File: src/rtl/bridge_pkg.sv
package bridge_pkg;
  // number of sticky events, which sit at status bits 15..11
  localparam int EV_N = 5;
  // index of each event inside the event vector (vector bit g = status bit 11+g)
  localparam int EV_XINT = 0;
  localparam int EV_ERR  = 1;
  localparam int EV_TMO  = 2;
  localparam int EV_WRD  = 3;
  localparam int EV_RDD  = 4;
  // status flag positions
  localparam int ST_RDAV = 7;
  localparam int ST_BUSY = 6;
  localparam int ST_INIT = 5;
  // command bits 3..2 equal to this start a transfer; bit 1 = read, bit 0 = step
  localparam logic [1:0] CMD_GO = 2'b10;

  typedef enum logic [2:0] {
    RI_STAT = 3'd0, RI_CTRL = 3'd1, RI_ALO = 3'd2, RI_AHI = 3'd3,
    RI_WLO  = 3'd4, RI_WHI  = 3'd5, RI_RLO = 3'd6, RI_RHI = 3'd7
  } reg_idx_t;

  typedef enum logic [2:0] {
    ENG_IDLE, ENG_WREQ, ENG_WRSP, ENG_RREQ, ENG_RRSP
  } eng_state_t;
endpackage

File: src/rtl/bridge_watchdog.sv
module bridge_watchdog #(
  parameter int LIMIT = 256
) (
  input  logic clk,
  input  logic rst,
  input  logic run,
  output logic expire
);
  localparam int CW = $clog2(LIMIT + 1);

  logic [CW-1:0] cnt_q;

  assign expire = run && (cnt_q == CW'(LIMIT - 1));

  always_ff @(posedge clk) begin
    if (rst || !run) begin
      cnt_q <= '0;
    end else if (!expire) begin
      cnt_q <= cnt_q + 1'b1;
    end
  end
endmodule

File: src/rtl/bridge_axi_engine.sv
module bridge_axi_engine
  import bridge_pkg::*;
#(
  parameter int AXI_W      = 32,
  parameter int TMO_CYCLES = 256
) (
  input  logic               clk,
  input  logic               rst,
  input  logic               start,
  input  logic               start_rd,
  input  logic [AXI_W-1:0]   start_addr,
  input  logic [AXI_W-1:0]   start_data,
  output logic               busy,
  output logic               fin_ok,
  output logic               fin_err,
  output logic               fin_tmo,
  output logic               fin_rd,
  output logic [AXI_W-1:0]   m_awaddr,
  output logic               m_awvalid,
  input  logic               m_awready,
  output logic [AXI_W-1:0]   m_wdata,
  output logic [AXI_W/8-1:0] m_wstrb,
  output logic               m_wvalid,
  input  logic               m_wready,
  input  logic [1:0]         m_bresp,
  input  logic               m_bvalid,
  output logic               m_bready,
  output logic [AXI_W-1:0]   m_araddr,
  output logic               m_arvalid,
  input  logic               m_arready,
  input  logic [1:0]         m_rresp,
  input  logic               m_rvalid,
  output logic               m_rready
);
  localparam int STRB_W = AXI_W / 8;

  eng_state_t       st_q;
  logic             aw_q, w_q, ar_q;
  logic [AXI_W-1:0] addr_q, data_q;
  logic             expire;
  logic             resp_hs;
  logic [1:0]       resp;

  bridge_watchdog #(.LIMIT(TMO_CYCLES)) u_wdog (
    .clk    (clk),
    .rst    (rst),
    .run    (busy),
    .expire (expire)
  );

  assign busy      = (st_q != ENG_IDLE);
  assign m_awaddr  = addr_q;
  assign m_araddr  = addr_q;
  assign m_wdata   = data_q;
  assign m_wstrb   = {STRB_W{1'b1}};
  assign m_awvalid = aw_q;
  assign m_wvalid  = w_q;
  assign m_arvalid = ar_q;
  assign m_bready  = (st_q == ENG_WRSP);
  assign m_rready  = (st_q == ENG_RRSP);

  always_comb begin
    resp_hs = (m_bready && m_bvalid) || (m_rready && m_rvalid);
    resp    = (st_q == ENG_WRSP) ? m_bresp : m_rresp;
    fin_ok  = resp_hs && (resp == 2'b00);
    fin_err = resp_hs && (resp != 2'b00);
    fin_tmo = expire && !resp_hs;
    fin_rd  = (st_q == ENG_RREQ) || (st_q == ENG_RRSP);
  end

  always_ff @(posedge clk) begin
    if (rst) begin
      st_q   <= ENG_IDLE;
      aw_q   <= 1'b0;
      w_q    <= 1'b0;
      ar_q   <= 1'b0;
      addr_q <= '0;
      data_q <= '0;
    end else if (st_q == ENG_IDLE) begin
      if (start) begin
        addr_q <= start_addr;
        data_q <= start_data;
        if (start_rd) begin
          st_q <= ENG_RREQ;
          ar_q <= 1'b1;
        end else begin
          st_q <= ENG_WREQ;
          aw_q <= 1'b1;
          w_q  <= 1'b1;
        end
      end
    end else if (resp_hs) begin
      st_q <= ENG_IDLE;
    end else if (expire) begin
      st_q <= ENG_IDLE;
      aw_q <= 1'b0;
      w_q  <= 1'b0;
      ar_q <= 1'b0;
    end else begin
      case (st_q)
        ENG_WREQ: begin
          aw_q <= aw_q && !m_awready;
          w_q  <= w_q && !m_wready;
          if ((!aw_q || m_awready) && (!w_q || m_wready)) st_q <= ENG_WRSP;
        end
        ENG_RREQ: begin
          if (m_arready) begin
            ar_q <= 1'b0;
            st_q <= ENG_RRSP;
          end
        end
        default: ;
      endcase
    end
  end
endmodule

File: src/rtl/bridge_hostregs.sv
module bridge_hostregs
  import bridge_pkg::*;
#(
  parameter int REG_W = 16
) (
  input  logic               clk,
  input  logic               rst,
  input  logic               sel,
  input  logic               wr,
  input  logic [2:0]         idx,
  input  logic [REG_W-1:0]   wdata,
  output logic [REG_W-1:0]   rdata,
  input  logic               eng_busy,
  input  logic               fin_ok,
  input  logic               fin_err,
  input  logic               fin_tmo,
  input  logic               fin_rd,
  input  logic [2*REG_W-1:0] axi_rdata,
  input  logic               ext_irq,
  output logic               start,
  output logic               start_rd,
  output logic [2*REG_W-1:0] tx_addr,
  output logic [2*REG_W-1:0] tx_data,
  output logic               irq,
  output logic [EV_N-1:0]    ev_q,
  output logic [EV_N-1:0]    en_q
);
  localparam int AXI_W  = 2 * REG_W;
  localparam int EV_LSB = REG_W - EV_N;

  logic [REG_W-1:0] addr_lo, addr_hi, wd_lo, wd_hi, rd_lo, rd_hi;
  logic             rdav_q, init_q, step_q;
  logic             wr_hit, rd_hit, ctl_wr, st_wr;
  logic [EV_N-1:0]  ev_raw, ev_nx, en_nx;
  logic [REG_W-1:0] st_word, rd_mux;

  always_comb begin
    wr_hit   = sel && wr;
    rd_hit   = sel && !wr;
    ctl_wr   = wr_hit && (idx == RI_CTRL);
    st_wr    = wr_hit && (idx == RI_STAT);
    start    = ctl_wr && (wdata[3:2] == CMD_GO) && !eng_busy;
    start_rd = wdata[1];
    tx_addr  = {addr_hi, addr_lo};
    tx_data  = {wd_hi, wd_lo};
    en_nx    = ctl_wr ? wdata[REG_W-1:EV_LSB] : en_q;
  end

  // raw event sources in event-vector order
  assign ev_raw[EV_XINT] = ext_irq;
  assign ev_raw[EV_ERR]  = fin_err;
  assign ev_raw[EV_TMO]  = fin_tmo;
  assign ev_raw[EV_WRD]  = fin_ok && !fin_rd;
  assign ev_raw[EV_RDD]  = fin_ok && fin_rd;

  for (genvar g = 0; g < EV_N; g++) begin : g_ev
    assign ev_nx[g] = (ev_q[g] && !(st_wr && wdata[EV_LSB+g])) || (ev_raw[g] && en_q[g]);
  end

  always_comb begin
    st_word          = '0;
    st_word[REG_W-1:EV_LSB] = ev_q;
    st_word[ST_RDAV] = rdav_q;
    st_word[ST_BUSY] = eng_busy;
    st_word[ST_INIT] = init_q;
    case (idx)
      RI_STAT: rd_mux = st_word;
      RI_CTRL: rd_mux = {en_q, {EV_LSB{1'b0}}};
      RI_ALO:  rd_mux = addr_lo;
      RI_AHI:  rd_mux = addr_hi;
      RI_WLO:  rd_mux = wd_lo;
      RI_WHI:  rd_mux = wd_hi;
      RI_RLO:  rd_mux = rd_lo;
      default: rd_mux = rd_hi;
    endcase
  end

  always_ff @(posedge clk) begin
    if (rst) begin
      addr_lo <= '0;
      addr_hi <= '0;
      wd_lo   <= '0;
      wd_hi   <= '0;
      rd_lo   <= '0;
      rd_hi   <= '0;
      ev_q    <= '0;
      en_q    <= '0;
      rdav_q  <= 1'b0;
      init_q  <= 1'b0;
      step_q  <= 1'b0;
      irq     <= 1'b0;
      rdata   <= '0;
    end else begin
      init_q <= 1'b1;
      ev_q   <= ev_nx;
      en_q   <= en_nx;
      irq    <= |(ev_nx & en_nx);
      rdata  <= rd_mux;
      if (start) step_q <= wdata[0];
      if (wr_hit) begin
        case (idx)
          RI_ALO:  addr_lo <= wdata;
          RI_AHI:  addr_hi <= wdata;
          RI_WLO:  wd_lo   <= wdata;
          RI_WHI:  wd_hi   <= wdata;
          default: ;
        endcase
      end
      if (fin_ok && step_q) {addr_hi, addr_lo} <= {addr_hi, addr_lo} + AXI_W'(4);
      if (fin_ok && fin_rd) begin
        {rd_hi, rd_lo} <= axi_rdata;
        rdav_q         <= 1'b1;
      end else if (rd_hit && (idx == RI_RHI)) begin
        rdav_q <= 1'b0;
      end
    end
  end
endmodule

File: src/rtl/regbridge_axil_master.sv
module regbridge_axil_master
  import bridge_pkg::*;
#(
  parameter int REG_W      = 16,
  parameter int TMO_CYCLES = 256
) (
  input  logic                 clk,
  input  logic                 rst,
  input  logic                 hst_sel,
  input  logic                 hst_wr,
  input  logic [2:0]           hst_idx,
  input  logic [REG_W-1:0]     hst_wdata,
  output logic [REG_W-1:0]     hst_rdata,
  input  logic                 ext_irq,
  output logic                 irq,
  output logic [2*REG_W-1:0]   m_awaddr,
  output logic                 m_awvalid,
  input  logic                 m_awready,
  output logic [2*REG_W-1:0]   m_wdata,
  output logic [2*REG_W/8-1:0] m_wstrb,
  output logic                 m_wvalid,
  input  logic                 m_wready,
  input  logic [1:0]           m_bresp,
  input  logic                 m_bvalid,
  output logic                 m_bready,
  output logic [2*REG_W-1:0]   m_araddr,
  output logic                 m_arvalid,
  input  logic                 m_arready,
  input  logic [2*REG_W-1:0]   m_rdata,
  input  logic [1:0]           m_rresp,
  input  logic                 m_rvalid,
  output logic                 m_rready
);
  localparam int AXI_W = 2 * REG_W;

  logic             eng_busy, fin_ok, fin_err, fin_tmo, fin_rd;
  logic             start, start_rd;
  logic [AXI_W-1:0] tx_addr, tx_data;
  logic [EV_N-1:0]  ev_bits, en_bits;

  bridge_hostregs #(.REG_W(REG_W)) u_regs (
    .clk       (clk),
    .rst       (rst),
    .sel       (hst_sel),
    .wr        (hst_wr),
    .idx       (hst_idx),
    .wdata     (hst_wdata),
    .rdata     (hst_rdata),
    .eng_busy  (eng_busy),
    .fin_ok    (fin_ok),
    .fin_err   (fin_err),
    .fin_tmo   (fin_tmo),
    .fin_rd    (fin_rd),
    .axi_rdata (m_rdata),
    .ext_irq   (ext_irq),
    .start     (start),
    .start_rd  (start_rd),
    .tx_addr   (tx_addr),
    .tx_data   (tx_data),
    .irq       (irq),
    .ev_q      (ev_bits),
    .en_q      (en_bits)
  );

  bridge_axi_engine #(.AXI_W(AXI_W), .TMO_CYCLES(TMO_CYCLES)) u_eng (
    .clk        (clk),
    .rst        (rst),
    .start      (start),
    .start_rd   (start_rd),
    .start_addr (tx_addr),
    .start_data (tx_data),
    .busy       (eng_busy),
    .fin_ok     (fin_ok),
    .fin_err    (fin_err),
    .fin_tmo    (fin_tmo),
    .fin_rd     (fin_rd),
    .m_awaddr   (m_awaddr),
    .m_awvalid  (m_awvalid),
    .m_awready  (m_awready),
    .m_wdata    (m_wdata),
    .m_wstrb    (m_wstrb),
    .m_wvalid   (m_wvalid),
    .m_wready   (m_wready),
    .m_bresp    (m_bresp),
    .m_bvalid   (m_bvalid),
    .m_bready   (m_bready),
    .m_araddr   (m_araddr),
    .m_arvalid  (m_arvalid),
    .m_arready  (m_arready),
    .m_rresp    (m_rresp),
    .m_rvalid   (m_rvalid),
    .m_rready   (m_rready)
  );
endmodule

File: config.mk
export PLATFORM = sky130hd
export DESIGN_NAME = regbridge_axil_master
export DESIGN_NICKNAME = d
export VERILOG_FILES = /design/src/rtl/bridge_pkg.sv /design/src/rtl/bridge_watchdog.sv /design/src/rtl/bridge_axi_engine.sv /design/src/rtl/bridge_hostregs.sv /design/src/rtl/regbridge_axil_master.sv
export SDC_FILE = /design/constraint.sdc
export NUM_CORES = 1
export LEC_CHECK = 0
export BUFFER_PORTS_ARGS = -buffer_cell sky130_fd_sc_hd__buf_2
export CORE_MARGIN = 3
export CORE_UTILIZATION = 30
export CTS_CLUSTER_SIZE = 24
export DETAILED_ROUTE_END_ITERATION = 10
export GPL_ROUTABILITY_DRIVEN = 0
export GPL_TIMING_DRIVEN = 0
export PLACE_DENSITY = 0.51
export RECOVER_POWER = 50
export SYNTH_ARGS = -nofsm -noshare
export SYNTH_HDL_FRONTEND = slang
export SYNTH_HIERARCHICAL = 1
export SYNTH_SLANG_ARGS = --single-unit
File: constraint.sdc
create_clock -name clk -period 3 [get_ports clk]
set_input_delay 0.45 -clock clk [delete_from_list [all_inputs] [get_ports clk]]
set_output_delay 0.45 -clock clk [all_outputs]
set_load 0.02 [all_outputs]
==> results.md, run 1 <==
* Status: completed
* DR WL met3 at 2.56 mm
* Final hold viol count at 0
* Top routing layer used: met4
* Crit-path leading delay family: simple AND/OR/NAND/NOR gates
* PortBufs at 177
* DR vias/cell at 5.13
* ANT cells at 0
* CTS root buf: clkbuf_16
* Hold WS at 0.175 ns
* EDFF count, synth at 0
* CP Buf/Inv Count at 1
* P_sw at 1.49 mW
* Sw Share at 0.233
* Reg-to-Reg Start: u_eng/st_q[1]
* Die area at 0.0337 mm²
* Async S/R FF share, synth at 0
* GRT Total Usage at 0.199
* CP Launch Type: register
* FILL cells at 3,328
* Antenna viol nets, final at 0
* Multi-input gate area at 0.00462 mm²
* Vias at 9,329
* Syn Area/Cell at 7.91 µm²
* Layout Nets at 1,474
* Most common cell after layout, fill and taps aside: nand2_1
* Main combinational cell family by area after synthesis: simple AND/OR/NAND/NOR gates
* Hold path start: m_rdata[4]
* Synth Area in Adders at 0.00396
* Multiplexer share of the synthesized area at 0.0411
* Sequential-to-total area share from yosys stat at 0.433
* Pin count of the biggest net entering global routing at 13
* Critical path capture point type: register
* Clock net sink count at 205
* Commonest cells after routing, fill and taps aside: nand2_1, dfxtp_1, clkbuf_1
* Initial Utilization at 0.307
* MaxCap Viol Count at 0
* DRC at 0
* Worst-path clk slew at 0.06 ns
* Row count at 64
* Antenna violations before repair at 0
* First-pass iteration count of the detailed router at 6
* Worst setup startpoint: u_eng/st_q[1]
* TritonCTS Buffers at 24
* Synthesized area at 0.00947 mm²
* Storage element area at 0.00410 mm²
* Internal at 4.90 mW
* CP max-delay cell: nor3_1
* Post-synthesis simple-gate area fraction at 0.235
* WS Path Type: register to register
* Sequential share of power at 0.436
* Met2 WL post-DR at 16.0 mm
* Final slew viol count at 0
* DRT iter0 DRCs at 759
* Yosys Warn Count at 6
* Post-synth cell types at 79
* Congestion Overflow GR at 0
* Worst EP required at 3.44 ns
* Worst Path Arrival at 3.22 ns
* DP Cell Count at 1,773
* Post-Synth XOR/XNOR Area at 0.00185
* Vias in the first global route at 8,484
* TritonCTS clock tree: yes
* Ratio of total power to cell area at 549 mW/mm²
* Die width at 184 µm
* Setup violators final at 0
* Flops & latches, synth at 205
* Layout cells sized above 1 at 0.147
* Synth Area in Compound Gates at 0.203
* Worst skew pair latency at 0.52 ns
* Crit path max fanout at 10
* Maximum clock insertion buffer count at 3
* First-pass GRT wire length at 51.7 mm
* IO Count at 187
* Final HPWL from detailed placement at 27.0 mm
* DR WL/cell at 19.4 µm
* Tcrit/Tclk final at 0.927
* Worst path max stage delay at 0.47 ns
* RSZ-0062 raised after global routing: false
* Worst clock skew at 0.0132 ns
* Worst vdd ir at 0.000338 V
* Clock network power share at 0.496
* Core ar. at 0.0308 mm²
* Number of hold buffers added after CTS at 0
* Fmax at 360 MHz
* Crit-path cells: buf_6 -> nand3b_1 -> a21oi_2 -> nor2b_2 -> nand2_1 -> nor3_1 -> nand3_2 -> or4_1 -> a21oi_1
* M1 WL at 16.1 mm
* Die Ht at 184 µm
* Main synth FF type: dfxtp_1
* H-tree depth at 1
* Static Leakage at 4.05 nW
* Comb power frac at 0.067
* Layout area overhead at 22.8%
* Normalized max-slew margin at 0.464
* Cell count after synthesis at 1,197
* Non-filler cells, final at 1,820
* Final wirelength at 35.3 mm
* Worst slew pin tran at 0.798 ns
* Setup TNS at 0 ns
* Hold Crit Class: input port to register
* Tmin final at 2.78 ns
## power groups by stage
stage                     Sequential, mW  Combinational, mW  Clock [mW]
after CTS                           2.78              0.427        3.23
after global routing                2.79              0.460        3.34
final                               2.79              0.430        3.17
after floorplan                     2.85              0.235           0
after detailed placement            2.84              0.424           0
after global placement              2.84              0.423           0
## cells in the mapped netlist (5+ instances only)
master    number  area, µm²
and3_1         7       43.8
inv_1         14       52.6
clkbuf_1      54        203
o21ai_0       43        215
nand3_1       17       85.1
nand2_1      318       1190
and2_1         8       50.1
buf_4         39        293
a211oi_1       7       52.6
buf_2         14       70.1
o21a_1         6       45.0
a311oi_1      11       96.3
nand4_1        5       31.3
buf_6          8       90.1
a31oi_1       12       75.1
nor2_1        71        267
or4_1          6       45.0
a22oi_1       12       90.1
o21ai_1        5       25.0
or3_1          7       43.8
dfxtp_1      205       4100
a21oi_1      165        826
mux2_2        11        124
nor3_1        12       60.1
nor4_1         8       50.1
nand2b_1       7       43.8
a222oi_1       5       50.1
o211ai_1       5       37.5
mux2i_1       22        220
nor2b_1        8       50.1
## what timing repair did
action | in CTS | in global routing
gates resized for setup | 5 | 4
endpoints found under the setup margin | 19 | 11
gates cloned | 0 | 0
buffers inserted | 0 | 3
pin swaps | 0 | 1
## through the flow
| step | util | worst slack (ns) | power (mW) | cell area, µm² |
|---|---|---|---|---|
| floorplan | - | 0.426 | 3.08 | 9480 |
| global placement | 0.352 | -0.0982 | 3.27 | 10900 |
| detailed placement | 0.352 | -0.0829 | 3.27 | 10900 |
| CTS | 0.381 | 0.149 | 6.44 | 11700 |
| global route | 0.377 | 0.0147 | 6.59 | 11600 |
| finish | 0.377 | 0.219 | 6.39 | 11600 |
## worst min-delay path, delay by kind of cell
family          cells  cell delay, ns
simple gates        1            0.05
buf+inv             1            0.10
compound gates      1            0.05
## registers in the layout, indices dropped and copies added, names as in the netlist, 3 cells and up
| signal | cells |
|---|---|
| u_eng/m_araddr | 32 |
| u_eng/m_wdata | 32 |
| u_regs/addr_hi | 16 |
| u_regs/addr_lo | 16 |
| u_regs/rd_hi | 16 |
| u_regs/rd_lo | 16 |
| u_regs/rdata | 16 |
| u_regs/wd_hi | 16 |
| u_regs/wd_lo | 16 |
| u_eng/u_wdog/cnt_q | 9 |
| u_regs/en_q | 5 |
| u_regs/ev_q | 5 |
| u_eng/st_q | 3 |
## per-layer routing
metal,up-vias,global-route usage
met5,-,0
met4,0,0.0439
met2,394,0.323
li1,4535,-
met1,4359,0.283
met3,41,0.0285
## worst paths after layout
| kind | cells past startpoint | slack (ns) | end |
|---|---|---|---|
| setup / recovery | 9 | 0.22 | u_regs/addr_hi[12] |
| hold / removal | 3 | 0.17 | u_regs/rd_lo[4] |
| setup reg to reg | 9 | 0.22 | u_regs/addr_hi[12] |
| hold reg to reg | 2 | 0.45 | u_regs/rd_lo[9] |
## kinds of logic (layout without fill, tap and decap cells)
logic type      after synthesis  count (layout)
flops                       205             205
other cells                   1               4
compound gates              316             316
simple gates                499             499
buf+inv                     136             360
mux                          35              35
xor+xnor                      2               2
fa+ha+maj                     3               3
## cell type report
type                       count  area share
timing repair buffer         180      0.0665
sequential                   205       0.353
clock inverter                 8      0.0123
clock buffer                  36      0.0625
tap                          396      0.0426
buffer                       122      0.0621
inverter                      14     0.00452
multi-input combinational    859       0.397
Note: power is estimated with default switching activity, not from simulation.
==> inputs of run 2 (changes only) <==
==> constraint.sdc (replaced) <==
create_clock -name clk -period 3 [get_ports clk]
set_input_delay 0.6 -clock clk [delete_from_list [all_inputs] [get_ports clk]]
set_output_delay 0.6 -clock clk [all_outputs]
set_load 0.02 [all_outputs]
==> run 2 against run 1 <==
Against the previous run:
- cell count unchanged
- critical path depth fell by 2
- combinational power barely moved
- sequential power hardly changed
- non-clock buffer count unchanged
- core utilization hardly changed
- worst hold slack improved by 0.15 ns
- first-iteration DRC count up 1.4%
- sequential cell count stayed put
- largest cell class unchanged
- largest power group unchanged
==> results.md, run 2 (synthesis gave the netlist of run 1 again) <==
* Status: completed
* ANT cells at 0 (unchanged)
* TritonCTS Buffers at 24 (unchanged)
* First-pass iteration count of the detailed router at 6 (unchanged)
* GRT Total Usage at 0.199 (unchanged)
* Die width at 184 µm (unchanged)
* RSZ-0062 raised after global routing: false
* Worst-path clk slew at 0.06 ns (about the same)
* Layout cells sized above 1 at 0.146 (-0.000702)
* Antenna viol nets, final at 0 (unchanged)
* DRC at 0 (unchanged)
* Most common cell after layout, fill and taps aside: nand2_1
* Worst slew pin tran at 0.813 ns (+0.0150 ns)
* Post-DP Area at 0.0109 mm² (unchanged)
* Fmax at 346 MHz (-3.8%)
* DR WL/cell at 19.4 µm (about the same)
* IO Count at 187 (unchanged)
* Non-filler cells, final at 1,820 (unchanged)
* Worst EP required at 3.41 ns (-0.03 ns)
* Final wirelength at 35.3 mm (about the same)
* Core ar. at 0.0308 mm² (unchanged)
* MaxCap Viol Count at 0 (unchanged)
* Worst vdd ir at 0.000336 V (-0.52%)
* Commonest cells after routing, fill and taps aside: nand2_1, dfxtp_1, clkbuf_1
* Clock net sink count at 205 (unchanged)
* Initial Utilization at 0.307 (unchanged)
* DRT iter0 DRCs at 770 (+1.4%)
* Congestion Overflow GR at 0 (unchanged)
* Final HPWL from detailed placement at 27.0 mm (unchanged)
* Maximum clock insertion buffer count at 3 (unchanged)
* Final slew viol count at 0 (unchanged)
* PortBufs at 177 (unchanged)
* Die Ht at 184 µm (unchanged)
* Vias at 9,348 (+0.20%)
* Final hold viol count at 0 (unchanged)
* Crit path max fanout at 10 (unchanged)
* Vias in the first global route at 8,484 (unchanged)
* Worst skew pair latency at 0.52 ns (about the same)
* WS Path Type: input port to register
* Number of hold buffers added after CTS at 0 (unchanged)
* TritonCTS clock tree: yes
* Die area at 0.0337 mm² (unchanged)
* Row count at 64 (unchanged)
* DP Cell Count at 1,773 (unchanged)
* H-tree depth at 1 (unchanged)
* Setup violators final at 0 (unchanged)
* Layout Nets at 1,474 (unchanged)
* Static Leakage at 4.04 nW (-0.19%)
* Ratio of total power to cell area at 549 mW/mm² (about the same)
* Layout area overhead at 22.8% (about the same)
* First-pass GRT wire length at 51.7 mm (unchanged)
* Hold Crit Class: input port to register
* Tmin final at 2.89 ns (+0.109 ns)
* FILL cells at 3,329 (+0.030%)
* Critical path capture point type: register
* Worst Path Arrival at 3.30 ns (+0.08 ns)
* Pin count of the biggest net entering global routing at 13 (unchanged)
* Antenna violations before repair at 0 (unchanged)
* CTS root buf: clkbuf_16
* Design Area, Final at 0.0116 mm² (about the same)
* CP Launch Type: input port
* DR vias/cell at 5.14 (+0.20%)
* Tcrit/Tclk final at 0.963 (+0.0362)
* Worst clock skew at 0.0114 ns (-0.00177 ns)
* Normalized max-slew margin at 0.454 (-0.0101)
==> run 2: final timing paths <==
path | from | to | slack (ns) | cells past startpoint
worst max-delay path | hst_idx[0] | u_regs/rdata[6] | 0.11 | 7
worst max register to register | u_eng/st_q[1] | u_regs/addr_hi[12] | 0.21 | 9
worst min register to register | u_regs/rd_lo[9] | u_regs/rd_lo[9] | 0.45 | 2
worst min-delay path | m_rdata[4] | u_regs/rd_lo[4] | 0.32 | 3
==> run 2: metal layers <==
metal | track usage | routed length (µm) | vias to the layer above
met4 | 0.0439 | 619 | 0
met5 | 0 | 0 | -
met1 | 0.283 | 15900 | 4353
met3 | 0.0285 | 2690 | 36
li1 | - | - | 4541
met2 | 0.323 | 16000 | 418
==> run 2: layout make-up <==
class	instances	area, µm²	area share
sequential	205	4100	0.353
clock buffer	36	727	0.0625
timing repair buffer	180	773	0.0665
multi-input combinational	859	4610	0.397
clock inverter	8	143	0.0123
tap	396	495	0.0426
inverter	14	52.6	0.00452
buffer	122	721	0.0620
==> run 2: per-stage QoR <==
step | power (mW) | hold WS, ns | TNS [ns] | worst slack (ns) | utilization
floorplan | 3.08 | 0.433 | 0 | 0.426 | -
global route | 6.59 | 0.322 | 0 | 0.0135 | 0.377
finish | 6.38 | 0.325 | 0 | 0.111 | 0.377
global placement | 3.27 | 0.444 | -6.23 | -0.226 | 0.352
CTS | 6.44 | 0.308 | 0 | 0.149 | 0.381
detailed placement | 3.27 | 0.447 | -6.89 | -0.204 | 0.352
==> run 2: repair_timing <==
action | in CTS | in global routing
endpoints found under the setup margin | 19 | 11
pin swaps | 0 | 1
setup buffers | 0 | 3
gates resized for setup | 5 | 4
==> run 2: power by group <==
part	total [mW]	switching [mW]	internal, mW
sequential	2.79	0.0331	2.75
clock	3.17	1.16	2.01
combinational	0.430	0.294	0.136
total	6.38	1.48	4.90
==> run 2: critical path: stages <==
cell and delay, ns:
clkbuf_1 0.25, clkbuf_1 0.58, clkbuf_1 0.68, nand3_1 0.46, o21ai_0 0.48, a31oi_1 0.08
o21a_1 0.15
